### src/rtl/ta_guard_pkg.sv
// Shared types for the timed-access write guard.
// Assumes: used by every module of the guard; holds no logic.
package ta_guard_pkg;
    typedef enum logic [1:0] {
        TA_IDLE  = 2'd0,
        TA_ARMED = 2'd1,
        TA_OPEN  = 2'd2
    } ta_state_e;
endpackage

### src/rtl/ta_unlock_seq.sv
// Unlock sequencer: watches key writes and runs the arm and window timers.
// Assumes: key_wr is a single-cycle strobe already qualified by the unlock address.
module ta_unlock_seq
    import ta_guard_pkg::*;
#(
    parameter int          DW         = 8,
    parameter logic [DW-1:0] KEY_FIRST  = 8'hAA,
    parameter logic [DW-1:0] KEY_SECOND = 8'h55,
    parameter int          ARM_CYCLES = 3,
    parameter int          WIN_CYCLES = 4
) (
    input  logic          clk,
    input  logic          rst_n,
    input  logic          key_wr,
    input  logic [DW-1:0] key_data,
    output logic          win_active
);
    localparam int MAXC  = (ARM_CYCLES > WIN_CYCLES) ? ARM_CYCLES : WIN_CYCLES;
    localparam int CNT_W = $clog2(MAXC + 1);
    localparam logic [CNT_W-1:0] ARM_LOAD = CNT_W'(ARM_CYCLES);
    localparam logic [CNT_W-1:0] WIN_LOAD = CNT_W'(WIN_CYCLES);
    localparam logic [CNT_W-1:0] ONE      = CNT_W'(1);

    ta_state_e        state_q, state_d;
    logic [CNT_W-1:0] cnt_q, cnt_d;

    // Next-state and timer reload/decrement for the sequencer.
    always_comb begin
        state_d = state_q;
        cnt_d   = cnt_q;
        case (state_q)
            TA_IDLE: begin
                if (key_wr && key_data == KEY_FIRST) begin
                    state_d = TA_ARMED;
                    cnt_d   = ARM_LOAD;
                end
            end
            TA_ARMED: begin
                if (key_wr) begin
                    if (key_data == KEY_SECOND) begin
                        state_d = TA_OPEN;
                        cnt_d   = WIN_LOAD;
                    end else if (key_data == KEY_FIRST) begin
                        cnt_d   = ARM_LOAD;
                    end else begin
                        state_d = TA_IDLE;
                        cnt_d   = '0;
                    end
                end else if (cnt_q <= ONE) begin
                    state_d = TA_IDLE;
                    cnt_d   = '0;
                end else begin
                    cnt_d   = cnt_q - ONE;
                end
            end
            TA_OPEN: begin
                if (cnt_q <= ONE) begin
                    state_d = TA_IDLE;
                    cnt_d   = '0;
                end else begin
                    cnt_d   = cnt_q - ONE;
                end
            end
            default: begin
                state_d = TA_IDLE;
                cnt_d   = '0;
            end
        endcase
    end

    // State and timer registers with synchronous reset.
    always_ff @(posedge clk) begin
        if (!rst_n) begin
            state_q <= TA_IDLE;
            cnt_q   <= '0;
        end else begin
            state_q <= state_d;
            cnt_q   <= cnt_d;
        end
    end

    assign win_active = (state_q == TA_OPEN);
endmodule

### src/rtl/ta_addr_match.sv
// Address decoder: compares one address against the protected address list.
// Assumes: list entries are distinct, so the result is one-hot or zero.
module ta_addr_match #(
    parameter int                 AW     = 8,
    parameter int                 N_PROT = 4,
    parameter logic [N_PROT*AW-1:0] ADDRS  = '0
) (
    input  logic [AW-1:0]     addr,
    output logic [N_PROT-1:0] hit
);
    genvar i;
    generate
        for (i = 0; i < N_PROT; i++) begin : g_cmp
            // One comparator per protected address.
            assign hit[i] = (addr == ADDRS[i*AW +: AW]);
        end
    endgenerate
endmodule

### src/rtl/ta_prot_regs.sv
// Protected register bank: per-entry write enable and an ungated read mux.
// Assumes: we is already gated by the window; rd_hit is one-hot or zero.
module ta_prot_regs #(
    parameter int                 DW     = 8,
    parameter int                 N_PROT = 4,
    parameter logic [N_PROT*DW-1:0] INIT   = '0
) (
    input  logic                 clk,
    input  logic                 rst_n,
    input  logic [N_PROT-1:0]    we,
    input  logic [DW-1:0]        wdata,
    input  logic [N_PROT-1:0]    rd_hit,
    output logic [DW-1:0]        rd_data,
    output logic [N_PROT*DW-1:0] q_flat
);
    logic [DW-1:0] q [N_PROT];

    genvar i;
    generate
        for (i = 0; i < N_PROT; i++) begin : g_reg
            // Storage for one protected register.
            always_ff @(posedge clk) begin
                if (!rst_n)     q[i] <= INIT[i*DW +: DW];
                else if (we[i]) q[i] <= wdata;
            end
            assign q_flat[i*DW +: DW] = q[i];
        end
    endgenerate

    // Read mux; reads zero when no protected entry is addressed.
    always_comb begin
        rd_data = '0;
        for (int k = 0; k < N_PROT; k++) begin
            if (rd_hit[k]) rd_data = rd_data | q[k];
        end
    end
endmodule

### src/rtl/ta_write_guard.sv
// Top of the timed-access write guard: decodes the bus, runs the unlock
// sequencer and gates writes to the protected register bank.
// Assumes: one bus write per cycle; unlock address is not in the protected list.
module ta_write_guard #(
    parameter int                  DW         = 8,
    parameter int                  AW         = 8,
    parameter int                  N_PROT     = 4,
    parameter logic [AW-1:0]        KEY_ADDR   = 8'hC7,
    parameter logic [DW-1:0]        KEY_FIRST  = 8'hAA,
    parameter logic [DW-1:0]        KEY_SECOND = 8'h55,
    parameter int                  ARM_CYCLES = 3,
    parameter int                  WIN_CYCLES = 4,
    parameter logic [N_PROT*AW-1:0] PROT_ADDRS = {8'hF1, 8'hD8, 8'hA1, 8'h9F},
    parameter logic [N_PROT*DW-1:0] PROT_INIT  = '0
) (
    input  logic                 clk,
    input  logic                 rst_n,
    input  logic                 bus_wr,
    input  logic [AW-1:0]        bus_addr,
    input  logic [DW-1:0]        bus_wdata,
    input  logic [AW-1:0]        rd_addr,
    output logic [DW-1:0]        rd_data,
    output logic                 win_active,
    output logic [N_PROT-1:0]    prot_we,
    output logic [N_PROT*DW-1:0] prot_q
);
    logic              key_wr;
    logic [N_PROT-1:0] wr_hit;
    logic [N_PROT-1:0] rd_hit;

    // Key writes are bus writes to the unlock address.
    assign key_wr = bus_wr && (bus_addr == KEY_ADDR);

    ta_unlock_seq #(
        .DW(DW), .KEY_FIRST(KEY_FIRST), .KEY_SECOND(KEY_SECOND),
        .ARM_CYCLES(ARM_CYCLES), .WIN_CYCLES(WIN_CYCLES)
    ) u_seq (
        .clk(clk), .rst_n(rst_n), .key_wr(key_wr),
        .key_data(bus_wdata), .win_active(win_active)
    );

    ta_addr_match #(.AW(AW), .N_PROT(N_PROT), .ADDRS(PROT_ADDRS)) u_wr_dec (
        .addr(bus_addr), .hit(wr_hit)
    );

    ta_addr_match #(.AW(AW), .N_PROT(N_PROT), .ADDRS(PROT_ADDRS)) u_rd_dec (
        .addr(rd_addr), .hit(rd_hit)
    );

    // Write enables pass only while the window is open.
    assign prot_we = wr_hit & {N_PROT{bus_wr && win_active}};

    ta_prot_regs #(.DW(DW), .N_PROT(N_PROT), .INIT(PROT_INIT)) u_regs (
        .clk(clk), .rst_n(rst_n), .we(prot_we), .wdata(bus_wdata),
        .rd_hit(rd_hit), .rd_data(rd_data), .q_flat(prot_q)
    );
endmodule

### config.mk
export PLATFORM = sky130hd
export DESIGN_NAME = ta_write_guard
export DESIGN_NICKNAME = d
export VERILOG_FILES = /design/src/rtl/ta_guard_pkg.sv /design/src/rtl/ta_unlock_seq.sv /design/src/rtl/ta_addr_match.sv /design/src/rtl/ta_prot_regs.sv /design/src/rtl/ta_write_guard.sv
export SDC_FILE = /design/constraint.sdc
export NUM_CORES = 1
export LEC_CHECK = 0
export ABC_AREA = 1
export BUFFER_PORTS_ARGS = -buffer_cell sky130_fd_sc_hd__buf_2
export CAP_MARGIN = 20
export CORE_ASPECT_RATIO = 1.25
export CORE_MARGIN = 1.5
export CORE_UTILIZATION = 45
export CTS_CLUSTER_DIAMETER = 120
export DETAILED_ROUTE_END_ITERATION = 7
export PLACE_DENSITY = 0.85
export SLEW_MARGIN = 20
export SYNTH_ARGS = -nofsm -noshare
export SYNTH_HDL_FRONTEND = slang
export SYNTH_SLANG_ARGS = --single-unit
### constraint.sdc
create_clock -name clk -period 1.85 [get_ports clk]
set_clock_uncertainty 0.15 [all_clocks]
set_input_delay 0 -clock clk [delete_from_list [all_inputs] [get_ports clk]]
set_output_delay 0 -clock clk [all_outputs]
set_load 0.02 [all_outputs]
### After elaboration in Yosys (flattened, before gate mapping)

Memory sizes are Yosys's and may differ from the RTL's.
Cells that the tools add are included.

* bits of input ports: 27
* memories kept: 1
* RAM bits: 32
* register bits after elaboration: 5
* output and inout port bits: 45

* reductions and logical operators: 5
* bitwise logic cells: 8
* equality and inequality tests: 15
* mux-type cells: 33
* $add $sub $neg: 1
* magnitude comparators: 1

Memory list
* u_regs.q: depth 4, width 8, rd ports 4, clocked after memory_dff 0, wr ports 4, RTL line ta_prot_regs.sv:16 `logic [DW-1:0] q [N_PROT];`

Operators by type and width (count)
* $eq 8x8->1 const B: 10
* $mux 8: 8
* $or 8x8->8: 3
* $mux 1: 13
* $mux 2: 6
* $mux 3: 4
* $pmux 3 s3: 1
* $eq 8x7->1 const B: 1
* $pmux 2 s3: 1
* $and 4x4->4: 1
* $ne 4x4->1 const B: 1
* $or 1x1->1: 4
* $le 3x1->1 const B: 1
* $logic_and 1x1->1: 3
* $sub 3x1->3 const B: 1
* $eq 2x1->1 const B: 1
* $eq 2x2->1 const B: 1
* $logic_not 2->1: 1
* $ne 2x1->1 const B: 1
* $reduce_and 2->1: 1

### Longest topological paths before layout

* word-level depth: 8
* depth in mapped cells: 10

### Cells and area by module

From an unflattened synthesis, not the netlist that was laid out.

* cell total of the unflattened synthesis: 316
* area, all modules: 2223.4 um^2

By module, submodules not included
* ta_prot_regs: sequential area each 960.9 um^2, instances 1, area an instance 1487.7 um^2, cells each 161
* ta_unlock_seq: sequential area each 100.1 um^2, instances 1, area an instance 422.9 um^2, cells each 77
* ta_addr_match: sequential area each 0.0 um^2, instances 2, area an instance 117.6 um^2, cells each 30
* ta_write_guard: sequential area each 0.0 um^2, instances 1, area an instance 77.6 um^2, cells each 18

### Worst setup path after synthesis

Ideal clock, no wire load.

* kind: register to register
* start: register u_seq.state_q[1]
* end: memory u_regs.q[2][0], enable pin
* cell stages (with the launch flop): 5
* required time: 1.316 ns
* setup slack: -0.102 ns
* period minus slack after synthesis: 1.952 ns
* arrival: 1.418 ns
* cells stage by stage: dfxtp_1 > inv_2 > nor2_4 > nand2_2 > o21ai_0

RTL lines
* start, declared: RTL line ta_unlock_seq.sv:24 `ta_state_e state_q, state_d;`
* start signal, assigned: RTL line ta_unlock_seq.sv:77 `state_q <= state_d;`
* end, declared: RTL line ta_prot_regs.sv:16

==> out/results.tsv <==
metric	value	unit
HP Class	input port to flop	
worst-skew pair later-pin latency	0.29	ns
via density per instance	5.12	
filler instances	388	
vias in the first global route	2041	
CTS tree	yes	
Core Region	4430	µm²
Hold WS	0.00174	ns
largest net degree at the start of global routing	17	
H-tree Lvls	2	
Synth Register Bits	37	
initial antenna violation count	0	
Post-synth EDFFs	32	
Tot Pwr	1690	µW
first-pass GRT wire length	9360	µm
Max Clock Freq	565	MHz
Net Count, Synth	283	
routed vias	2058	
Slew Viols, Final	0	
final net count	371	
Placer Congestion	0.892	
postcts setup bufs	0	
Initial DRC Count	109	
synth warn	0	
Sink Count	37	
Slowest cell on crit path	dfxtp_1	
drt pass-1 iters	5	
Wirelength per Cell	14.0	µm
Storage cell area	1060	µm²
Area growth, synth to finish	29.3	%
Buf+Inv Stages, Crit Path	1	
deepest clock path buffer count	2	
clk root buf	clkbuf_8	
Antenna Violating Nets Remaining	0	
n_diodes	0	
die area	5070	µm²
Static Leak	0.00132	µW
starting density of the core	0.472	
std cell rows	27	
GRT Total Usage	0.241	
non-filler cells in the finished layout	402	
Power Density	626	nW/µm²
RSZ-0062 raised after global routing	false	
CP Launch Type	flop	
fin crit period	1.77	ns
total wire length	5630	µm
max cap viols	0	
CTS clk-pin slew, worst paths	0.07	ns
final hold violation count	0	
Mapped Cells	255	
IO Count	72	
Die Span X	64.0	µm
CP max stage delay	0.42	ns
CP top delay family	simple AND/OR/NAND/NOR gates	
Worst Path Required	1.69	ns
Setup CP Type	flop to flop	
FFs w/ async S/R, synth	0	
critical path capture point type	flop	
input/output buffers	71	
placed insts	386	
sequential element share of the synthesized area	0.507	
GRT overflow	0	
post_cts resized	0	
worst rel slew slack	0.632	
Num CTS Buffers	5	
drc violations	0	
half-perimeter wire length after placement	4490	µm
ys flop type	edfxtp_1	
synthesized area per cell	8.20	µm²
Multi-input gate area	882	µm²
Worst Max-Slew Pin Slew	0.550	ns
Period Utilization, post-route	0.958	
outcome	finished clean	
final setup fails	0	
Die Y	79.2	µm
worst endpoint data arrival time	1.61	ns
synthesized cell area	2090	µm²
proportion of layout cells with a drive suffix above 1	0.297	
cell breakdown of the critical path	inv_2 > nor2_4 > nand4_2 > nor3_2 > or2_2	
hold_buf cts	8	
CP max FO	8	
Netlist cell types	24	
worst vdd ir	0.331	mV
-- worst paths after layout --
path | slack [ns] | start | cells past startpoint | to
setup / recovery | 0.08 | u_seq.state_q[1] | 5 | u_regs.q[3][2]
hold / removal | 0.002 | bus_wdata[7] | 3 | u_regs.q[0][7]
setup reg to reg | 0.08 | u_seq.state_q[1] | 5 | u_regs.q[3][2]
hold reg to reg | 0.41 | u_seq.cnt_q[1] | 2 | u_seq.cnt_q[1]
-- Yosys cell counts (all sizes together) (2+ instances only) --
| library cell | n | area (µm²) |
|---|---|---|
| or2 | 6 | 37.5 |
| nand2 | 49 | 199 |
| nand4 | 12 | 81.3 |
| inv | 36 | 135 |
| dfxtp | 5 | 100 |
| nor3 | 6 | 50.1 |
| nor4 | 3 | 46.3 |
| a21oi | 2 | 10.0 |
| edfxtp | 32 | 961 |
| nand3 | 39 | 195 |
| o21ai | 3 | 15.0 |
| nor2 | 58 | 225 |
-- logic make-up after synthesis --
logic type	count (synthesis)	share of synthesized area
simple gates	174	0.403
buf+inv	38	0.0718
flops	37	0.507
compound gates	5	0.0120
fa+ha+maj	1	0.00598
-- worst register-to-register path, stage by stage (launching register included) --
cell     delay (ns)
dfxtp_1        0.42
inv_2          0.09
nor2_4         0.14
nand4_2        0.15
nor3_2         0.23
or2_2          0.29
-- cells in the final DEF (no fill, tap or decap) --
cell type      count
a21oi_1            2
ha_1               1
o21ai_1            1
nor2_4             1
nand2_2            3
nor3_1             2
clkinv_2           2
buf_4              4
dfxtp_1            5
or2_4              1
clkinvlp_4         1
nor4_4             1
nand4_2            1
edfxtp_1          32
or2_2              3
clkbuf_8           5
nand2_4            1
or2_1              2
nand4_1           11
nor3_2             4
buf_2             71
nand3b_1           1
inv_2              2
inv_1             34
dlygate4sd3_1      8
o21ai_0            2
nand2_1           45
nor4_2             2
nand3_1           39
nor2_1            57
-- layer usage --
layer / vias to the layer above / wire length (µm) / track usage
met5: - / 0 / 0
met1: 939 / 2160 / 0.256
li1: 1020 / - / -
met2: 88 / 3020 / 0.448
met4: 0 / 114 / 0.124
met3: 11 / 331 / 0.0411
-- per-stage QoR --
step,setup WS [ns],util,area (µm²),TNS (ns)
final,0.0786,0.611,2700,0
after global routing,0.00632,0.611,2700,0
after CTS,0.0917,0.611,2700,0
after detailed placement,0.111,0.573,2540,0
after global placement,0.227,0.573,2540,0
after floorplan,-0.0573,-,2090,-0.916
-- registers in the layout, indices dropped and copies added (netlist names) --
signal,cells
u_regs.q,32
u_seq.cnt_q,3
u_seq.state_q,2
-- where the power goes --
part | internal, µW | total [µW] | switching (µW)
clock network | 260 | 548 | 289
logic | 68.7 | 202 | 134
registers | 927 | 942 | 15.5
total | 1260 | 1690 | 438
-- final cells by class --
class	instances	share of cell area
Sequential cell	37	0.393
Multi-Input combinational cell	180	0.326
Timing Repair Buffer	83	0.172
Inverter	36	0.0500
Tap cell	58	0.0269
Clock buffer	5	0.0255
Clock inverter	3	0.00648
No activity file was read; power rests on OpenSTA's default activity.
